`config.mk`:
```
export PLATFORM = sky130hd
export DESIGN_NAME = ldr_reg_unit
export DESIGN_NICKNAME = d
export VERILOG_FILES = /design/src/rtl/ldr_pkg.sv /design/src/rtl/ldr_decode.sv /design/src/rtl/ldr_shift.sv /design/src/rtl/ldr_agen.sv /design/src/rtl/ldr_reg_unit.sv
export SDC_FILE = /design/constraint.sdc
export NUM_CORES = 1
export LEC_CHECK = 0
export BUFFER_PORTS_ARGS = -buffer_cell sky130_fd_sc_hd__buf_2
export CORE_UTILIZATION = 59
export CTS_BUF_LIST = sky130_fd_sc_hd__clkbuf_4 sky130_fd_sc_hd__clkbuf_8
export CTS_CLUSTER_DIAMETER = 150
export DETAILED_ROUTE_END_ITERATION = 7
export HOLD_SLACK_MARGIN = 0.1
export PLACE_DENSITY = 0.84
export SLEW_MARGIN = 20
export SYNTH_ARGS = -nofsm -noshare
export SYNTH_HDL_FRONTEND = slang
export SYNTH_HIERARCHICAL = 1
export SYNTH_SLANG_ARGS = --single-unit
```
`constraint.sdc`:
```
create_clock -name clk_i -period 1.94 [get_ports clk_i]
set_clock_uncertainty 0.2 [all_clocks]
set_input_delay 0.097 -clock clk_i [delete_from_list [all_inputs] [get_ports clk_i]]
set_output_delay 0.097 -clock clk_i [all_outputs]
set_load 0.02 [all_outputs]
```
`src/rtl/ldr_pkg.sv`:
```
package ldr_pkg;
  localparam int RIW = 4;
  localparam logic [RIW-1:0] PC_IDX = 4'hF;

  typedef enum logic [1:0] {ENC_WIDE = 2'b00, ENC_N16 = 2'b01, ENC_N32 = 2'b10, ENC_RSV = 2'b11} enc_e;
  typedef enum logic [1:0] {SH_LSL = 2'b00, SH_LSR = 2'b01, SH_ASR = 2'b10, SH_ROR = 2'b11} shift_e;
  typedef enum logic [1:0] {ST_IDLE, ST_REQ, ST_WAIT} state_e;

  typedef struct packed {
    logic [RIW-1:0] base;
    logic [RIW-1:0] index;
    logic [RIW-1:0] dst;
    logic           add;
    logic           pre;
    logic           wback;
    shift_e         sh_type;
    logic [4:0]     sh_amt;
    logic           other;
    logic           unpred;
  } dec_t;
endpackage

```
`src/rtl/ldr_decode.sv`:
```
module ldr_decode
  import ldr_pkg::*;
(
  input  logic [1:0]  enc_i,
  input  logic [31:0] insn_i,
  input  logic        in_cblk_i,
  input  logic        last_cblk_i,
  output dec_t        dec_o
);
  dec_t d;
  logic unp;

  always_comb begin
    d         = '0;
    d.sh_type = SH_LSL;
    unp       = 1'b0;
    unique case (enc_e'(enc_i))
      ENC_WIDE: begin
        d.base    = insn_i[19:16];
        d.dst     = insn_i[15:12];
        d.index   = insn_i[3:0];
        d.sh_amt  = insn_i[11:7];
        d.sh_type = shift_e'(insn_i[6:5]);
        d.pre     = insn_i[24];
        d.add     = insn_i[23];
        d.wback   = !insn_i[24] || insn_i[21];
        d.other   = (insn_i[31:28] == 4'hF) || (insn_i[27:25] != 3'b011) || insn_i[22]
                    || !insn_i[20] || insn_i[4] || (!insn_i[24] && insn_i[21]);
        unp       = (d.index == PC_IDX) || (d.wback && (d.base == PC_IDX || d.base == d.dst));
      end
      ENC_N16: begin
        d.index = {1'b0, insn_i[8:6]};
        d.base  = {1'b0, insn_i[5:3]};
        d.dst   = {1'b0, insn_i[2:0]};
        d.add   = 1'b1;
        d.pre   = 1'b1;
        d.other = insn_i[15:9] != 7'b0101100;
      end
      ENC_N32: begin
        d.base   = insn_i[19:16];
        d.dst    = insn_i[15:12];
        d.index  = insn_i[3:0];
        d.sh_amt = {3'b000, insn_i[5:4]};
        d.add    = 1'b1;
        d.pre    = 1'b1;
        d.other  = (insn_i[31:20] != 12'hF85) || (insn_i[19:16] == PC_IDX) || (insn_i[11:6] != 6'd0);
        unp      = (d.index == PC_IDX) || (d.dst == PC_IDX && in_cblk_i && !last_cblk_i);
      end
      default: d.other = 1'b1;
    endcase
    d.unpred = unp && !d.other;
  end

  assign dec_o = d;
endmodule

```
`src/rtl/ldr_shift.sv`:
```
module ldr_shift
  import ldr_pkg::*;
#(
  parameter int DW = 32
) (
  input  logic [DW-1:0] val_i,
  input  shift_e        type_i,
  input  logic [4:0]    amt_i,
  input  logic          carry_i,
  output logic [DW-1:0] res_o
);
  logic [2*DW-1:0] rot;

  assign rot = {val_i, val_i} >> amt_i;

  always_comb begin
    unique case (type_i)
      SH_LSL: res_o = val_i << amt_i;
      SH_LSR: res_o = (amt_i == 5'd0) ? '0 : (val_i >> amt_i);
      SH_ASR: res_o = (amt_i == 5'd0) ? {DW{val_i[DW-1]}} : DW'($signed(val_i) >>> amt_i);
      default: res_o = (amt_i == 5'd0) ? {carry_i, val_i[DW-1:1]} : rot[DW-1:0];
    endcase
  end
endmodule

```
`src/rtl/ldr_agen.sv`:
```
module ldr_agen #(
  parameter int DW = 32
) (
  input  logic [DW-1:0] base_i,
  input  logic [DW-1:0] off_i,
  input  logic          add_i,
  input  logic          pre_i,
  output logic [DW-1:0] offs_addr_o,
  output logic [DW-1:0] acc_addr_o
);
  assign offs_addr_o = add_i ? (base_i + off_i) : (base_i - off_i);
  assign acc_addr_o  = pre_i ? offs_addr_o : base_i;
endmodule

```
`src/rtl/ldr_reg_unit.sv`:
```
module ldr_reg_unit
  import ldr_pkg::*;
#(
  parameter int DW = 32
) (
  input  logic          clk_i,
  input  logic          rst_ni,
  input  logic          insn_valid_i,
  output logic          insn_ready_o,
  input  logic [1:0]    enc_i,
  input  logic [31:0]   insn_i,
  input  logic          cond_pass_i,
  input  logic          carry_i,
  input  logic          in_cblk_i,
  input  logic          last_cblk_i,
  output logic [3:0]    rf_base_sel_o,
  output logic [3:0]    rf_index_sel_o,
  input  logic [DW-1:0] rf_base_data_i,
  input  logic [DW-1:0] rf_index_data_i,
  output logic          mem_req_valid_o,
  input  logic          mem_req_ready_i,
  output logic [DW-1:0] mem_req_addr_o,
  input  logic          mem_rsp_valid_i,
  input  logic [DW-1:0] mem_rsp_data_i,
  output logic          rd_we_o,
  output logic [3:0]    rd_idx_o,
  output logic [DW-1:0] rd_data_o,
  output logic          pc_load_o,
  output logic          wb_we_o,
  output logic [3:0]    wb_idx_o,
  output logic [DW-1:0] wb_data_o,
  output logic          other_insn_o,
  output logic          unpred_o
);
  dec_t           dec;
  logic [DW-1:0]  sh_off, offs_addr, acc_addr;
  logic           accept, misalign_pc, unpred_now, go, done;
  state_e         state_q;
  logic [DW-1:0]  addr_q, wbv_q;
  logic [RIW-1:0] dst_q, base_q;
  logic           wb_q, other_q, unpred_q;

  ldr_decode u_dec (
    .enc_i(enc_i), .insn_i(insn_i), .in_cblk_i(in_cblk_i), .last_cblk_i(last_cblk_i), .dec_o(dec)
  );

  ldr_shift #(.DW(DW)) u_shift (
    .val_i(rf_index_data_i), .type_i(dec.sh_type), .amt_i(dec.sh_amt), .carry_i(carry_i), .res_o(sh_off)
  );

  ldr_agen #(.DW(DW)) u_agen (
    .base_i(rf_base_data_i), .off_i(sh_off), .add_i(dec.add), .pre_i(dec.pre),
    .offs_addr_o(offs_addr), .acc_addr_o(acc_addr)
  );

  assign rf_base_sel_o  = dec.base;
  assign rf_index_sel_o = dec.index;

  assign insn_ready_o = (state_q == ST_IDLE);
  assign accept       = insn_valid_i && insn_ready_o;
  assign misalign_pc  = !dec.other && (dec.dst == PC_IDX) && (acc_addr[1:0] != 2'b00);
  assign unpred_now   = dec.unpred || misalign_pc;
  assign go           = accept && cond_pass_i && !dec.other && !unpred_now;

  always_ff @(posedge clk_i or negedge rst_ni) begin
    if (!rst_ni) begin
      state_q  <= ST_IDLE;
      addr_q   <= '0;
      wbv_q    <= '0;
      dst_q    <= '0;
      base_q   <= '0;
      wb_q     <= 1'b0;
      other_q  <= 1'b0;
      unpred_q <= 1'b0;
    end else begin
      other_q  <= accept && dec.other;
      unpred_q <= accept && unpred_now;
      unique case (state_q)
        ST_IDLE: if (go) begin
          state_q <= ST_REQ;
          addr_q  <= acc_addr;
          wbv_q   <= offs_addr;
          dst_q   <= dec.dst;
          base_q  <= dec.base;
          wb_q    <= dec.wback;
        end
        ST_REQ:  if (mem_req_ready_i) state_q <= ST_WAIT;
        ST_WAIT: if (mem_rsp_valid_i) state_q <= ST_IDLE;
        default: state_q <= ST_IDLE;
      endcase
    end
  end

  assign mem_req_valid_o = (state_q == ST_REQ);
  assign mem_req_addr_o  = addr_q;
  assign done            = (state_q == ST_WAIT) && mem_rsp_valid_i;
  assign rd_we_o         = done && (dst_q != PC_IDX);
  assign pc_load_o       = done && (dst_q == PC_IDX);
  assign rd_idx_o        = dst_q;
  assign rd_data_o       = mem_rsp_data_i;
  assign wb_we_o         = done && wb_q;
  assign wb_idx_o        = base_q;
  assign wb_data_o       = wbv_q;
  assign other_insn_o    = other_q;
  assign unpred_o        = unpred_q;
endmodule

```
==> impl_metrics.env, run 1 <==
export IMPL_status="aborted with a tool error"
export IMPL_lastStage="clock tree synthesis (4_1_cts)"
export IMPL_error="[ERROR DPL-0038] Utilization greater than 100%, impossible to legalize"
export IMPL_dp_hpwl_um=59800
export IMPL_async_flop_share_pct=100
export IMPL_syn_avg_cell_area_um2=8.34
export IMPL_yosys_warnings=6
export IMPL_cts_buffer_depth=2
export IMPL_syn_nets=1802
export IMPL_seq_area_frac_synth_pct=14.3
export IMPL_cts_root_buffer="clkbuf_8"
export IMPL_die_w_um=153
export IMPL_die_h_um=153
export IMPL_cts_repair_resized=310
export IMPL_post_cts_buffers=113
export IMPL_synthTopCellsByArea="dfrtp_1 (14%), mux2_4 (7.3%), mux4_2 (6.5%)"
export IMPL_cts_hold_repair_buffers=68
export IMPL_synthCells=1619
export IMPL_port_buffer_count=193
export IMPL_synth_seq_cells=77
export IMPL_initial_core_util_pct=61.1
export IMPL_synth_main_ff_cell="dfrtp_1"
export IMPL_yosys_area_top_type="dfrtp_1"
export IMPL_yosysTopAreaCellShare_pct=14.3
export IMPL_io_pin_count=258
export IMPL_row_count=54
export IMPL_gp_congestion=1.44
export IMPL_numClockSinks=77
export IMPL_synthDistinctLibCells=107
export IMPL_cts_buffers=9
export IMPL_synth_edff_count=0
export IMPL_cts_htree_levels=3
export IMPL_dp_cells=2574
export IMPL_netlist_area_um2=13500
[cells by family after synthesis]
family	count (synthesis)	synth area share [%]
DFF	77	14.3
adders and majority gates	44	4.13
and+or+nand+nor	465	16.9
AOI/OAI and AO/OA	510	26.0
buffers and inverters	202	8.45
muxes	257	26.0
xor gates and xnor gates	64	4.21
[synth_stat cells (all sizes together) (34+ instances only)]
master    n
nor3     36
o21ai    80
mux2i    69
xor2     34
buf      99
nand2   133
a21oi   123
ha       43
clkbuf   69
mux2    149
dfrtp    77
nor2    129
mux4     39
[metrics by stage]
stage	setup TNS (ns)	utilization, %	worst slack, ns	hold slack (ns)	area (µm²)
after detailed placement	-304.84	87.0	-4.60	-0.155	19200
after global placement	-280.64	87.0	-4.16	-0.168	19200
after floorplan	-245.23	-	-3.81	-0.399	13900
==> inputs of run 2 (changes only) <==
--- a/config.mk
+++ b/config.mk
@@ -6,12 +6,9 @@
 export NUM_CORES = 1
 export LEC_CHECK = 0
 export BUFFER_PORTS_ARGS = -buffer_cell sky130_fd_sc_hd__buf_2
-export CORE_UTILIZATION = 59
-export CTS_BUF_LIST = sky130_fd_sc_hd__clkbuf_4 sky130_fd_sc_hd__clkbuf_8
-export CTS_CLUSTER_DIAMETER = 150
+export CORE_UTILIZATION = 40
 export DETAILED_ROUTE_END_ITERATION = 7
-export HOLD_SLACK_MARGIN = 0.1
-export PLACE_DENSITY = 0.84
+export PLACE_DENSITY_LB_ADDON = 0.15
 export SLEW_MARGIN = 20
 export SYNTH_ARGS = -nofsm -noshare
 export SYNTH_HDL_FRONTEND = slang
==> impl_metrics.env, run 2 <==
export IMPL_drtAntennaViolNets=0
export IMPL_first_pass_iters=6
export IMPL_final_area_um2=23200
export IMPL_clock_latency_ns=0.37
export IMPL_wl_um=90300
export IMPL_worst_pin_slew_ns=1.01
export IMPL_wire_per_inst_um=30.2
export IMPL_hp_class="input pin to register"
export IMPL_slowest_delay_ns=0.65
export IMPL_numClockSinks=77
export IMPL_yosys_warnings=6
export IMPL_postLayoutSetupSlackWorst_ns=-4.96
export IMPL_synth_seq_cells=77
export IMPL_rsz0062_at_grt="yes"
export IMPL_crit_path_max_fanout=4
export IMPL_critPathLaunchType="input pin"
export IMPL_post_synth_top_count_cell="nand2_1"
export IMPL_max_slew_margin_pct=31.2
export IMPL_final_layout_size_suffix_gt1_share_pct=57.4
export IMPL_syn_to_final_growth_pct=72.0
export IMPL_cts_hold_repair_buffers=50
export IMPL_synthTopCellsByArea="dfrtp_1 (14%), mux2_4 (7.3%), mux4_2 (6.5%)"
export IMPL_critPathRequiredTime_ns=1.98
export IMPL_dp_hpwl_um=61500
export IMPL_synthCells=1619
export IMPL_critPathSlowestCell="a222oi_1"
export IMPL_mostFrequentLayoutCell="buf_4"
export IMPL_hold_viol=3
export IMPL_cts_buffer_depth=2
export IMPL_reg2reg_from="state_q[1]"
export IMPL_min_from="rf_base_data_i[0]"
export IMPL_initial_core_util_pct=41.1
export IMPL_grt_usage_pct=46.1
export IMPL_seq_area_frac_synth_pct=14.3
export IMPL_end_kind="register"
export IMPL_hold_depth=3
export IMPL_period_needed_ns=6.90
export IMPL_cts_htree_levels=3
export IMPL_grt_pass1_wl_um=116000
export IMPL_fin_crit_sh_pct=356
export IMPL_netlist_area_um2=13500
export IMPL_fill_cells=2493
export IMPL_port_buffer_count=193
export IMPL_synth_main_ff_cell="dfrtp_1"
export IMPL_reg2reg_slack_ns=-0.43
export IMPL_antenna_found_initial=6
export IMPL_power_leakage_nw=10.7
export IMPL_cts_tree="done"
export IMPL_grt_pass1_vias=18438
export IMPL_syn_avg_cell_area_um2=8.34
export IMPL_r2r_end="wb_data_o[30]"
export IMPL_multi_input_area_um2=11900
export IMPL_status="finished with violations"
export IMPL_cap_violations=0
export IMPL_vdd_drop_max_uv=877
export IMPL_placed_area_um2=20100
export IMPL_vias=19452
export IMPL_final_cell_mix="buf_4 (739), buf_2 (190), nand2_1 (115)"
export IMPL_overflow=0
export IMPL_cts_root_buffer="clkbuf_16"
export IMPL_regArea_um2=1930
export IMPL_yosysTopAreaCellShare_pct=14.3
export IMPL_synth_common_cells="nand2_1 (133), nor2_1 (128), a21oi_1 (121), dfrtp_1 (77), mux2_2 (76)"
export IMPL_finalSetupViolCount=75
export IMPL_syn_nets=1802
export IMPL_whs_ns=-0.0769
export IMPL_power_density_nw_per_um2=907
export IMPL_drtIter0Drc=2537
export IMPL_die_area_um2=34500
export IMPL_clkTransAtPathRegs_ns=0.06
export IMPL_hold_end="wb_data_o[0]"
export IMPL_die_w_um=186
export IMPL_rr_worst_depth=5
export IMPL_core_area_um2=32900
export IMPL_nets=2723
export IMPL_slew_violations=0
export IMPL_violations="negative hold slack, negative setup slack"
export IMPL_row_count=66
export IMPL_io_pin_count=258
export IMPL_yosys_area_top_type="dfrtp_1"
export IMPL_grt_max_degree=45
export IMPL_worstPathArrival_ns=6.95
export IMPL_cts_buffers=9
export IMPL_worstSetupPathType="input pin to register"
export IMPL_power_mw=21.0
export IMPL_gp_congestion=1.09
export IMPL_die_h_um=186
export IMPL_drt_drc_violations_left=0
export IMPL_max_freq_mhz=145
export IMPL_async_flop_share_pct=100
export IMPL_synthDistinctLibCells=107
export IMPL_viasPerCell=6.51
export IMPL_synth_edff_count=0
==> run 2: cell counts after synthesis <==
No cell type changed its count.
==> run 2: area by class of cell <==
cell class	count	area share (%)
Antenna cell	3	0.0323
Clock buffer	10	0.986
Clock inverter	6	0.302
Inverter	34	0.636
Multi-Input combinational cell	1341	51.3
Sequential cell	77	8.30
Tap cell	442	2.38
Timing Repair Buffer	1077	36.0
==> run 2: what timing repair did <==
item | 4_1_cts | 5_1_grt
buffers inserted | 65 | 53
cloned | 1 | 0
resized for setup | 186 | 152
setup endpoints to repair | 78 | 76
hold endpoints to repair | 130 | 3
pin swaps | 99 | 90
==> run 2: worst max path at each step <==
stage,endpoint,from,depth (start not counted),slack (ns)
after floorplan,mem_req_addr_o[31],enc_i[1],30,-3.81
after global placement,mem_req_addr_o[31],enc_i[1],28,-4.70
after detailed placement,mem_req_addr_o[31],enc_i[1],28,-4.78
after CTS,mem_req_addr_o[31],enc_i[1],28,-3.85
after global routing,mem_req_addr_o[31],enc_i[1],29,-4.87
final,mem_req_addr_o[31],enc_i[1],29,-4.96
==> run 2: kinds of logic after synthesis <==
| kind of cell | share of synthesized area [%] |
|---|---|
| AO/OA/AOI/OAI | 26.0 |
| XOR/XNOR | 4.21 |
| adder cells (fa/ha/maj) | 4.13 |
| buffers and inverters | 8.45 |
| flip-flops | 14.3 |
| multiplexers | 26.0 |
| AND/OR/NAND/NOR | 16.9 |
==> run 2: per-layer routing <==
| metal | track usage (%) | share of wire, % |
|---|---|---|
| met1 | 56.1 | 37 |
| met2 | 72.4 | 42 |
| met3 | 10.0 | 12 |
| met4 | 31.7 | 8.7 |
| met5 | 0 | 0.19 |
==> run 2: power breakdown <==
group          internal [mW]  total (mW)  leakage (nW)  switching, mW
Sequential              2.34        2.87         0.940          0.528
Clock                   1.01        1.83         0.136          0.825
Combinational           7.78        16.4          9.66           8.57
Total                   11.1        21.0          10.7           9.92
==> run 2: per-stage QoR <==
stage	instances	hold WS [ns]	setup TNS [ns]	setup slack (ns)	utilization, %
final	2990	-0.0769	-287.03	-4.96	70.6
after CTS	2945	-0.0873	-260.88	-3.85	67.6
after floorplan	1619	-0.399	-245.23	-3.81	-
after global placement	2820	-0.155	-309.88	-4.70	61.1
after detailed placement	2820	-0.152	-310.92	-4.78	61.1
after global routing	2988	-0.0709	-291.16	-4.87	70.6
==> run 2: critical path, delay by kind of cell <==
family	cells	cell delay, ns
xor gates and xnor gates	2	0.28
adders and majority gates	2	0.56
muxes	3	1.06
AOI/OAI and AO/OA	4	1.22
and+or+nand+nor	8	2.08
buffers and inverters	10	1.62
(Power assumes the default switching activity.)
